==> config.mk <==
export PLATFORM = sky130hd
export DESIGN_NAME = dbg_req_chain
export DESIGN_NICKNAME = d
export VERILOG_FILES = /design/src/rtl/dbg_chain_pkg.sv /design/src/rtl/dbg_scan_shifter.sv /design/src/rtl/dbg_req_tracker.sv /design/src/rtl/dbg_reg_bank.sv /design/src/rtl/dbg_req_chain.sv
export SDC_FILE = /design/constraint.sdc
export NUM_CORES = 1
export LEC_CHECK = 0
export ABC_AREA = 1
export BUFFER_PORTS_ARGS = -buffer_cell sky130_fd_sc_hd__buf_2
export CORE_MARGIN = 4
export CORE_UTILIZATION = 45
export DETAILED_ROUTE_END_ITERATION = 8
export PLACE_DENSITY = 0.78
export SKIP_LAST_GASP = 1
export SYNTH_ARGS = -nofsm -noshare
export SYNTH_HDL_FRONTEND = slang
export SYNTH_HIERARCHICAL = 1
export SYNTH_SLANG_ARGS = --single-unit
==> constraint.sdc <==
create_clock -name clk -period 3.3 [get_ports clk]
set_input_delay 0 -clock clk [delete_from_list [all_inputs] [get_ports clk]]
set_output_delay 0 -clock clk [all_outputs]
set_load 0.05 [all_outputs]
==> src/rtl/dbg_chain_pkg.sv <==
package dbg_chain_pkg;

    localparam int ADDR_W  = 7;
    localparam int DATA_W  = 32;
    localparam int CHAIN_W = ADDR_W + DATA_W + 1;

    localparam logic [ADDR_W-1:0] ADR_NULL     = 7'd0;
    localparam logic [ADDR_W-1:0] ADR_VCATCH   = 7'd7;
    localparam logic [ADDR_W-1:0] ADR_PC       = 7'd8;
    localparam logic [ADDR_W-1:0] ADR_BPV_BASE = 7'd64;
    localparam logic [ADDR_W-1:0] ADR_BPC_BASE = 7'd80;
    localparam logic [ADDR_W-1:0] ADR_WPV_BASE = 7'd96;
    localparam logic [ADDR_W-1:0] ADR_WPC_BASE = 7'd112;

    typedef struct packed {
        logic [ADDR_W-1:0] addr;
        logic [DATA_W-1:0] data;
        logic              wr;
    } dbg_req_t;

endpackage

==> src/rtl/dbg_scan_shifter.sv <==
module dbg_scan_shifter
    import dbg_chain_pkg::*;
(
    input  logic              clk,
    input  logic              rst_n,
    input  logic              cap_i,
    input  logic              shift_i,
    input  logic              upd_i,
    input  logic              tdi_i,
    input  logic              done_i,
    input  logic [DATA_W-1:0] rdata_i,
    output logic              tdo_o,
    output logic              req_valid_o,
    output dbg_req_t          req_o
);

    typedef struct packed {
        logic [CHAIN_W-1:0] sr;
        logic               armed;
    } sh_state_t;

    sh_state_t st_d, st_q;

    // next-state logic
    always_comb begin
        st_d        = st_q;
        req_valid_o = 1'b0;
        if (cap_i) begin
            st_d.armed = done_i;
            st_d.sr    = done_i ? {{ADDR_W{1'b0}}, rdata_i, 1'b1} : '0;
        end else if (shift_i) begin
            if (st_q.armed) begin
                st_d.sr = {tdi_i, st_q.sr[CHAIN_W-1:1]};
            end
        end else if (upd_i) begin
            if (st_q.armed && (st_q.sr[CHAIN_W-1 -: ADDR_W] != ADR_NULL)) begin
                req_valid_o = 1'b1;
            end
            st_d.armed = 1'b0;
            st_d.sr    = '0;
        end
    end

    always_ff @(posedge clk or negedge rst_n) begin
        if (!rst_n) begin
            st_q <= '0;
        end else begin
            st_q <= st_d;
        end
    end

    assign tdo_o = st_q.sr[0];
    assign req_o = dbg_req_t'(st_q.sr);

    // a chain that is not armed only ever presents zeros
    assert_frozen_zero_R4 : assert property (
        @(posedge clk) disable iff (!rst_n) !st_q.armed |-> !tdo_o
    );

endmodule

==> src/rtl/dbg_req_tracker.sv <==
module dbg_req_tracker
    import dbg_chain_pkg::*;
#(
    parameter int LATENCY = 3
)(
    input  logic              clk,
    input  logic              rst_n,
    input  logic              issue_i,
    input  dbg_req_t          req_i,
    input  logic [DATA_W-1:0] rf_rdata_i,
    output logic              done_o,
    output logic [DATA_W-1:0] rdata_o,
    output logic [ADDR_W-1:0] rf_addr_o,
    output logic [DATA_W-1:0] rf_wdata_o,
    output logic              rf_we_o
);

    localparam int CNT_W = (LATENCY > 1) ? $clog2(LATENCY) : 1;
    localparam logic [CNT_W-1:0] CNT_INIT = CNT_W'(LATENCY - 1);

    typedef struct packed {
        logic              busy;
        logic [CNT_W-1:0]  cnt;
        dbg_req_t          req;
        logic [DATA_W-1:0] rdata;
    } trk_state_t;

    trk_state_t st_d, st_q;
    logic       finish;

    always_comb begin
        st_d    = st_q;
        finish  = st_q.busy && (st_q.cnt == '0);
        rf_we_o = finish && st_q.req.wr;
        if (issue_i) begin
            st_d.busy = 1'b1;
            st_d.cnt  = CNT_INIT;
            st_d.req  = req_i;
        end else if (st_q.busy) begin
            if (finish) begin
                st_d.busy  = 1'b0;
                st_d.rdata = st_q.req.wr ? '0 : rf_rdata_i;
            end else begin
                st_d.cnt = st_q.cnt - 1'b1;
            end
        end
    end

    always_ff @(posedge clk or negedge rst_n) begin
        if (!rst_n) begin
            st_q <= '0;
        end else begin
            st_q <= st_d;
        end
    end

    assign done_o     = !st_q.busy;
    assign rdata_o    = st_q.rdata;
    assign rf_addr_o  = st_q.req.addr;
    assign rf_wdata_o = st_q.req.data;

    // cycle counter used only by the latency check
    logic [CNT_W:0] age_q;
    always_ff @(posedge clk or negedge rst_n) begin
        if (!rst_n) begin
            age_q <= '0;
        end else if (issue_i) begin
            age_q <= '0;
        end else if (st_q.busy) begin
            age_q <= age_q + 1'b1;
        end
    end

    // the shifter never posts a request while one is outstanding
    assert_no_overlap_R3 : assert property (
        @(posedge clk) disable iff (!rst_n) issue_i |-> !st_q.busy
    );

    // every request stays busy for exactly LATENCY edges
    assert_fixed_latency_R9 : assert property (
        @(posedge clk) disable iff (!rst_n) $fell(st_q.busy) |-> (age_q == (CNT_W+1)'(LATENCY))
    );

endmodule

==> src/rtl/dbg_reg_bank.sv <==
module dbg_reg_bank
    import dbg_chain_pkg::*;
#(
    parameter int NUM_BRP = 6,
    parameter int NUM_WRP = 2
)(
    input  logic                      clk,
    input  logic                      rst_n,
    input  logic                      we_i,
    input  logic [ADDR_W-1:0]         addr_i,
    input  logic [DATA_W-1:0]         wdata_i,
    input  logic [DATA_W-1:0]         pc_sample_i,
    output logic [DATA_W-1:0]         rdata_o,
    output logic [DATA_W-1:0]         vcatch_o,
    output logic [NUM_BRP*DATA_W-1:0] bpv_o,
    output logic [NUM_BRP*DATA_W-1:0] bpc_o,
    output logic [NUM_WRP*DATA_W-1:0] wpv_o,
    output logic [NUM_WRP*DATA_W-1:0] wpc_o
);

    typedef struct packed {
        logic [DATA_W-1:0]              vcatch;
        logic [NUM_BRP-1:0][DATA_W-1:0] bpv;
        logic [NUM_BRP-1:0][DATA_W-1:0] bpc;
        logic [NUM_WRP-1:0][DATA_W-1:0] wpv;
        logic [NUM_WRP-1:0][DATA_W-1:0] wpc;
    } bank_t;

    bank_t st_d, st_q;

    logic               vc_hit, pc_hit, wr_hit;
    logic [NUM_BRP-1:0] bpv_hit, bpc_hit;
    logic [NUM_WRP-1:0] wpv_hit, wpc_hit;

    assign vc_hit = (addr_i == ADR_VCATCH);
    assign pc_hit = (addr_i == ADR_PC);

    // address decode, one comparator per implemented slot
    for (genvar gi = 0; gi < NUM_BRP; gi++) begin : g_bp_dec
        assign bpv_hit[gi] = (addr_i == ADR_BPV_BASE + ADDR_W'(gi));
        assign bpc_hit[gi] = (addr_i == ADR_BPC_BASE + ADDR_W'(gi));
    end
    for (genvar gj = 0; gj < NUM_WRP; gj++) begin : g_wp_dec
        assign wpv_hit[gj] = (addr_i == ADR_WPV_BASE + ADDR_W'(gj));
        assign wpc_hit[gj] = (addr_i == ADR_WPC_BASE + ADDR_W'(gj));
    end

    assign wr_hit = vc_hit || (|bpv_hit) || (|bpc_hit) || (|wpv_hit) || (|wpc_hit);

    always_comb begin
        st_d = st_q;
        if (we_i) begin
            if (vc_hit) st_d.vcatch = wdata_i;
            for (int i = 0; i < NUM_BRP; i++) begin
                if (bpv_hit[i]) st_d.bpv[i] = wdata_i;
                if (bpc_hit[i]) st_d.bpc[i] = wdata_i;
            end
            for (int j = 0; j < NUM_WRP; j++) begin
                if (wpv_hit[j]) st_d.wpv[j] = wdata_i;
                if (wpc_hit[j]) st_d.wpc[j] = wdata_i;
            end
        end
    end

    // read multiplexer: reserved addresses fall through to zero
    always_comb begin
        rdata_o = '0;
        if (vc_hit) rdata_o = st_q.vcatch;
        if (pc_hit) rdata_o = pc_sample_i;
        for (int i = 0; i < NUM_BRP; i++) begin
            if (bpv_hit[i]) rdata_o = st_q.bpv[i];
            if (bpc_hit[i]) rdata_o = st_q.bpc[i];
        end
        for (int j = 0; j < NUM_WRP; j++) begin
            if (wpv_hit[j]) rdata_o = st_q.wpv[j];
            if (wpc_hit[j]) rdata_o = st_q.wpc[j];
        end
    end

    always_ff @(posedge clk or negedge rst_n) begin
        if (!rst_n) begin
            st_q <= '0;
        end else begin
            st_q <= st_d;
        end
    end

    assign vcatch_o = st_q.vcatch;
    assign bpv_o    = st_q.bpv;
    assign bpc_o    = st_q.bpc;
    assign wpv_o    = st_q.wpv;
    assign wpc_o    = st_q.wpc;

    // R8 (and the PC address of R7): a write that hits no storage leaves the bank untouched
    assert_ignored_write_R8 : assert property (
        @(posedge clk) disable iff (!rst_n) (we_i && !wr_hit) |=> $stable(st_q)
    );

endmodule

==> src/rtl/dbg_req_chain.sv <==
module dbg_req_chain
    import dbg_chain_pkg::*;
#(
    parameter int NUM_BRP = 6,
    parameter int NUM_WRP = 2,
    parameter int LATENCY = 3
)(
    input  logic                      clk,
    input  logic                      rst_n,
    input  logic                      cap_en,
    input  logic                      shift_en,
    input  logic                      upd_en,
    input  logic                      scan_in,
    output logic                      scan_out,
    input  logic [DATA_W-1:0]         pc_sample,
    output logic [DATA_W-1:0]         vcatch,
    output logic [NUM_BRP*DATA_W-1:0] bp_value,
    output logic [NUM_BRP*DATA_W-1:0] bp_ctrl,
    output logic [NUM_WRP*DATA_W-1:0] wp_value,
    output logic [NUM_WRP*DATA_W-1:0] wp_ctrl
);

    logic              req_valid;
    dbg_req_t          req;
    logic              done;
    logic [DATA_W-1:0] cap_data;
    logic [ADDR_W-1:0] rf_addr;
    logic [DATA_W-1:0] rf_wdata;
    logic [DATA_W-1:0] rf_rdata;
    logic              rf_we;

    dbg_scan_shifter u_shift (
        .clk         (clk),
        .rst_n       (rst_n),
        .cap_i       (cap_en),
        .shift_i     (shift_en),
        .upd_i       (upd_en),
        .tdi_i       (scan_in),
        .done_i      (done),
        .rdata_i     (cap_data),
        .tdo_o       (scan_out),
        .req_valid_o (req_valid),
        .req_o       (req)
    );

    dbg_req_tracker #(.LATENCY(LATENCY)) u_track (
        .clk        (clk),
        .rst_n      (rst_n),
        .issue_i    (req_valid),
        .req_i      (req),
        .rf_rdata_i (rf_rdata),
        .done_o     (done),
        .rdata_o    (cap_data),
        .rf_addr_o  (rf_addr),
        .rf_wdata_o (rf_wdata),
        .rf_we_o    (rf_we)
    );

    dbg_reg_bank #(.NUM_BRP(NUM_BRP), .NUM_WRP(NUM_WRP)) u_bank (
        .clk         (clk),
        .rst_n       (rst_n),
        .we_i        (rf_we),
        .addr_i      (rf_addr),
        .wdata_i     (rf_wdata),
        .pc_sample_i (pc_sample),
        .rdata_o     (rf_rdata),
        .vcatch_o    (vcatch),
        .bpv_o       (bp_value),
        .bpc_o       (bp_ctrl),
        .wpv_o       (wp_value),
        .wpc_o       (wp_ctrl)
    );

endmodule

== Yosys cells after proc, flatten, opt, wreduce, memory -nomap -nowiden ==
Cells that the tools add are included.

* Register bits: 660
* Input port bits: 38
* Output and inout bits: 545
* Logic and storage cells: 111

* Add/sub/neg operators: 1
* Equality and inequality tests: 21
* Mux-type cells: 33
* Bitwise logic cells: 1
* Reductions and logical operators: 30

{| class="wikitable"
|+ Operators with widths
! cell !! number
|-
| $mux W32 || 19
|-
| $eq A7 B7 Y1 const B || 16
|-
| $mux W41 || 2
|-
| $mux W40 || 2
|-
| $reduce_and A2 Y1 || 20
|-
| $mux W33 || 1
|-
| $eq A7 B3 Y1 const B || 1
|-
| $eq A7 B4 Y1 const B || 1
|-
| $reduce_bool A7 Y1 || 1
|-
| $mux W1 || 6
|-
| $mux W3 || 2
|-
| $ne A2 B2 Y1 const B || 2
|-
| $reduce_bool A2 Y1 || 2
|-
| $logic_and A1 B1 Y1 || 3
|-
| $ne A3 B2 Y1 const B || 1
|-
| $reduce_and A3 Y1 || 1
|-
| $reduce_bool A3 Y1 || 1
|-
| $logic_not A2 Y1 || 1
|-
| $mux W2 || 1
|-
| $sub A2 B1 Y2 const B || 1
|-
| $logic_not A1 Y1 || 1
|-
| $not A1 Y1 || 1
|}

== Depth between registers and ports, before layout ==
* Word-level depth: 20
* Depth in mapped cells: 20
* Mapped depth without buffers: 19

== Cells and area by module ==
The synthesis kept the hierarchy.

{| class="wikitable"
|+ By module, submodules not included
! module !! times used !! cells each !! area each (um^2) !! seq. area each (um^2)
|-
| dbg_reg_bank || 1 || 2967 || 24046.8 || 13613.1
|-
| dbg_req_tracker || 1 || 465 || 3676.0 || 1876.8
|-
| dbg_scan_shifter || 1 || 350 || 2842.7 || 1026.0
|}

== Least setup slack after synthesis ==
Ideal clock, no wire load.

* Path kind: reg-to-reg
* Start point: register u_track.st_q, in the netlist u_track/rf_addr_o[2]
* End point: register u_track.st_q, in the netlist u_track/rdata_o[13]
* Library setup time: 0.116 ns
* Data arrival time: 1.935 ns
* Required time: 3.184 ns
* Path slack: 1.248 ns
* Cell stages (with the launch flop): 18
* Path buffers: 2
* Period minus slack after synthesis: 2.052 ns
* Cells stage by stage: dfrtp_1 buf_4 inv_1 nand2_1 nor2_1 nand2_2 clkbuf_1 or2_2 nand2_1 nand4_1 nor2_1 nand4_1 nor2_1 nand4_1 inv_1 nor2_1 nand2_1 nand2_1

* Word-level cells in the longest chain between the ends: 20
* Elaborated cells between the ends (all ways): 37
* Those cells by class: eq/ne (18); mux (19)

{| class="wikitable"
|+ Ends and longest elaborated chain
! what !! RTL line !! text
|-
| start, declared || dbg_req_tracker.sv:28 || <nowiki>trk_state_t st_d, st_q;</nowiki>
|-
| start signal, assigned || dbg_req_tracker.sv:53 || <nowiki>st_q <= st_d;</nowiki>
|-
| $eq A7 B3 Y1 || dbg_reg_bank.sv:35 || <nowiki>assign vc_hit = (addr_i == ADR_VCATCH);</nowiki>
|-
| $mux W32 || dbg_reg_bank.sv:68 || <nowiki>if (vc_hit) rdata_o = st_q.vcatch;</nowiki>
|-
| $mux W32 || dbg_reg_bank.sv:69 || <nowiki>if (pc_hit) rdata_o = pc_sample_i;</nowiki>
|-
| $mux W32 || dbg_reg_bank.sv:71 || <nowiki>if (bpv_hit[i]) rdata_o = st_q.bpv[i];</nowiki>
|-
| $mux W32 || dbg_reg_bank.sv:72 || <nowiki>if (bpc_hit[i]) rdata_o = st_q.bpc[i];</nowiki>
|-
| $mux W32 || dbg_reg_bank.sv:71 ||
|-
| $mux W32 || dbg_reg_bank.sv:72 ||
|-
| $mux W32 || dbg_reg_bank.sv:71 ||
|-
| [... 5 more ...] || n/a ||
|-
| $mux W32 || dbg_reg_bank.sv:71 ||
|-
| $mux W32 || dbg_reg_bank.sv:72 ||
|-
| $mux W32 || dbg_reg_bank.sv:75 || <nowiki>if (wpv_hit[j]) rdata_o = st_q.wpv[j];</nowiki>
|-
| $mux W32 || dbg_reg_bank.sv:76 || <nowiki>if (wpc_hit[j]) rdata_o = st_q.wpc[j];</nowiki>
|-
| $mux W32 || dbg_reg_bank.sv:75 ||
|-
| $mux W32 * || dbg_reg_bank.sv:76 ||
|-
| net rf_rdata[13] || dbg_req_chain.sv:29 || <nowiki>logic [DATA_W-1:0] rf_rdata;</nowiki>
|-
| $mux W32 * || dbg_req_tracker.sv:42 || <nowiki>st_d.rdata = st_q.req.wr ? '0 : rf_rdata_i;</nowiki>
|}

Mark *: on every way through the listed nets, which the timed path passes. The rest lies on a longest branch.
A chain may end at the register's enable or synchronous reset.

== Worst setup path in the final report ==
* Start point: register u_track.st_q, in the netlist u_track/rf_addr_o[1]
* End point: register u_track.st_q, in the netlist u_track/rdata_o[7]

The elaborated chain is that of the path after synthesis.

==> run metrics <==
DR WL met3 13.1 mm; pre-CTS WS 402 ps; Synth Net Count 3821; max-cap violations 0; Max clock buf depth 3; WP data required 3830 ps; Cell variety after synth 30; total detailed-routing wirelength 113 mm; Net Sw Power 3.74 mW; Final min period 3050 ps; Final GP Congestion 0.946; fin worst setup slack 253 ps; Die Area 72200 sq um; Highest Signal Layer met4; Peak Freq 0.328 GHz; clk sink count 660; Crit Path Max Fanout 16; DRT Pass-1 Iters 8; PwrDens 464 nW/um^2; top-area cell type share of the netlist area 54.0%; share of cells above drive strength 1 20.7%; critical path class reg2reg; commonest non-fill, non-tap cell in the layout nand2_1; GRT Util Overall 30.1%; vias in the first global route 26100; Critical Path Slowest Stage Cell nor2_2; Max Clock Skew 25.2 ps; via/cell ratio 5.62; Std-Cell Core Area 67300 sq um; Slew Viols, Final 0; Pint 12.9 mW; H-tree depth 3; reg2reg end u_track/rdata_o[7]; Comb power frac 2.9%; Root Driver clkbuf_16; Hold Crit Class in2async; clock share of power 48.3%; FF+latch area 16500 sq um; Synth Warn # 6; # IOs 583; Hold Fails Final Rpt 0; most frequent cells in the layout nand2_1, dfrtp_1, buf_2; Arr. time, crit path 3580 ps; area grow syn2layout 17.4%; Seq/Total Area, Yosys 54.0%; Critical Path Most Common Cell nand2_1; Final #Nets 4193; largest cells by area after synthesis dfrtp_1, nand2_1, o21ai_0; Die X 269 um; residual DRC count 0; Worst-Margin Slew 1130 ps; status completed; global-route wire length before repair 166 mm; final setup TNS 0 ps; WL met2 49.3 mm; total CTS buffers 72; LEAKAGE 18.1 nW; Reg2Reg Depth 17; initial antenna violation count 5; crit path cell chain inv_1, nand2_1, nor2_4, inv_2, nor2_2, nand2_1, nand4_1, nand2_1, nand4_1, nor2_1, nand4_1, nor2_1, nand4_1, inv_1, nor2_1, nand2_1, nand2_1; Antenna Nets Post-Route 0; Post-Synthesis Cells 3782; end point of the critical path u_track/rdata_o[7]; Max-slew headroom 24.7%; footprint of the multi-input gates 11300 sq um; sw frac 22.5%; Synth Register Bits 660; setup violators final 0; largest net degree at the start of global routing 90; Synth area leader dfrtp_1; 1st-iter DRT viols 3582; Initial Util 45.4%; Cell Area, Synth 30600 sq um; met1 WL 44.1 mm; detail-routed net length per standard cell 22.2 um; crit path from u_track/rf_addr_o[1]; fin crit share 92.3%; hpwl dp 79.0 mm; sequential share of power 48.8%; RSZ-0062 raised after global routing no; CP startpoint kind flop; Synth Area per Inst 8.08 sq um; reg-to-reg startpoint u_track/rf_addr_o[1]; grt ovf 0; Clock transition at path regs 60 ps; CTS tree built; Skew-Pair Late Insertion Delay 610 ps; port bufs 582; worst vdd ir 0.418 mV; Die H 269 um; Worst Setup End Kind flop; CP max stage delay 890 ps; total number of vias 28600; R2R setup slack 250 ps; # rows 95; filler instances 6156
-- power groups by stage --
stage / combinational [mW] / clock, mW / sequential, mW
6_report: 0.487 / 8.04 / 8.13
4_1_cts: 0.489 / 8.14 / 8.12
2_1_floorplan: 0.209 / 0 / 8.27
3_5_place_dp: 0.480 / 0 / 8.27
5_1_grt: 0.537 / 8.47 / 8.12
3_3_place_gp: 0.472 / 0 / 8.27
-- worst min-delay path by stage --
stage	slack [ps]	to	start	cells after the start
3_5_place_dp	100	u_bank/wpc_o[40]	rst_n	1
5_1_grt	110	u_bank/wpv_o[42]	rst_n	2
4_1_cts	50	u_bank/wpv_o[40]	rst_n	2
2_1_floorplan	-300	u_bank/bpc_o[0]	rst_n	0
6_report	40	u_bank/wpc_o[6]	rst_n	2
3_3_place_gp	100	u_bank/wpc_o[40]	rst_n	1
-- critical path, delay by kind of cell (launching register included) --
kind                   cells  cell delay [ps]
and+or+nand+nor           14             2250
DFF                        1              430
buffers and inverters      3              270
-- through the flow --
| step | power, mW | hold slack (ps) | std cells | util [%] | cell area [sq um] |
|---|---|---|---|---|---|
| 2_1_floorplan | 8.48 | -296 | 3782 | - | 30600 |
| 3_3_place_gp | 8.74 | 96.8 | 4947 | 49.7 | 33400 |
| 3_5_place_dp | 8.75 | 101 | 4947 | 49.7 | 33400 |
| 4_1_cts | 16.8 | 45.2 | 5079 | 53.3 | 35900 |
| 5_1_grt | 17.1 | 114 | 5083 | 53.3 | 35900 |
| 6_report | 16.7 | 39.3 | 5087 | 53.3 | 35900 |
-- area by class of cell --
cell class                      count  share of cell area, %
Clock buffer                      106                   6.03
Sequential cell                   660                   46.0
Multi-Input combinational cell   2536                   31.5
Antenna cell                        7                 0.0488
Timing Repair Buffer              662                   10.4
Inverter                          222                   2.33
Clock inverter                     21                  0.527
Tap cell                          873                   3.04
-- synth_stat cells, drive strengths merged --
cell / instances
nand2: 1364
dfrtp: 660
o21ai: 547
nor2: 246
inv: 221
buf: 194
nand4: 175
clkbuf: 171
nand3: 164
or2: 31
nor3: 4
a21oi: 2
and3: 1
clkinv: 1
ha: 1
-- flip-flops by register name, summed over array words and instances, names as in the netlist --
register and cells:
u_track/rf_addr_o 7, u_track/rf_wdata_o 32, u_track/st_q 4, u_bank/vcatch_o 32, u_track/rdata_o 32, u_shift/st_q 1, u_bank/bpc_o 192, u_bank/wpc_o 64
u_bank/bpv_o 192, u_shift/req_o 40, u_bank/wpv_o 64
-- kinds of logic after synthesis --
logic type,share of synthesized area [%]
compound gates,8.99
fa+ha+maj,0.0409
buf+inv,9.32
flops,54.0
simple gates,27.6
-- metal layers --
metal,vias up,track usage (%)
li1,12800,-
met1,13700,41.6
met2,1814,44.9
met3,340,7.14
met4,0,15.1
met5,-,0
-- repair_timing --
| item | in CTS | in global routing |
|---|---|---|
| buffers inserted | 0 | 0 |
| hold endpoints to repair | 92 | 0 |
| endpoints found under the setup margin | 0 | 2 |
| gates resized for setup | 0 | 1 |
| hold buffers | 5 | 0 |
Power figures use the tool's default switching activity.
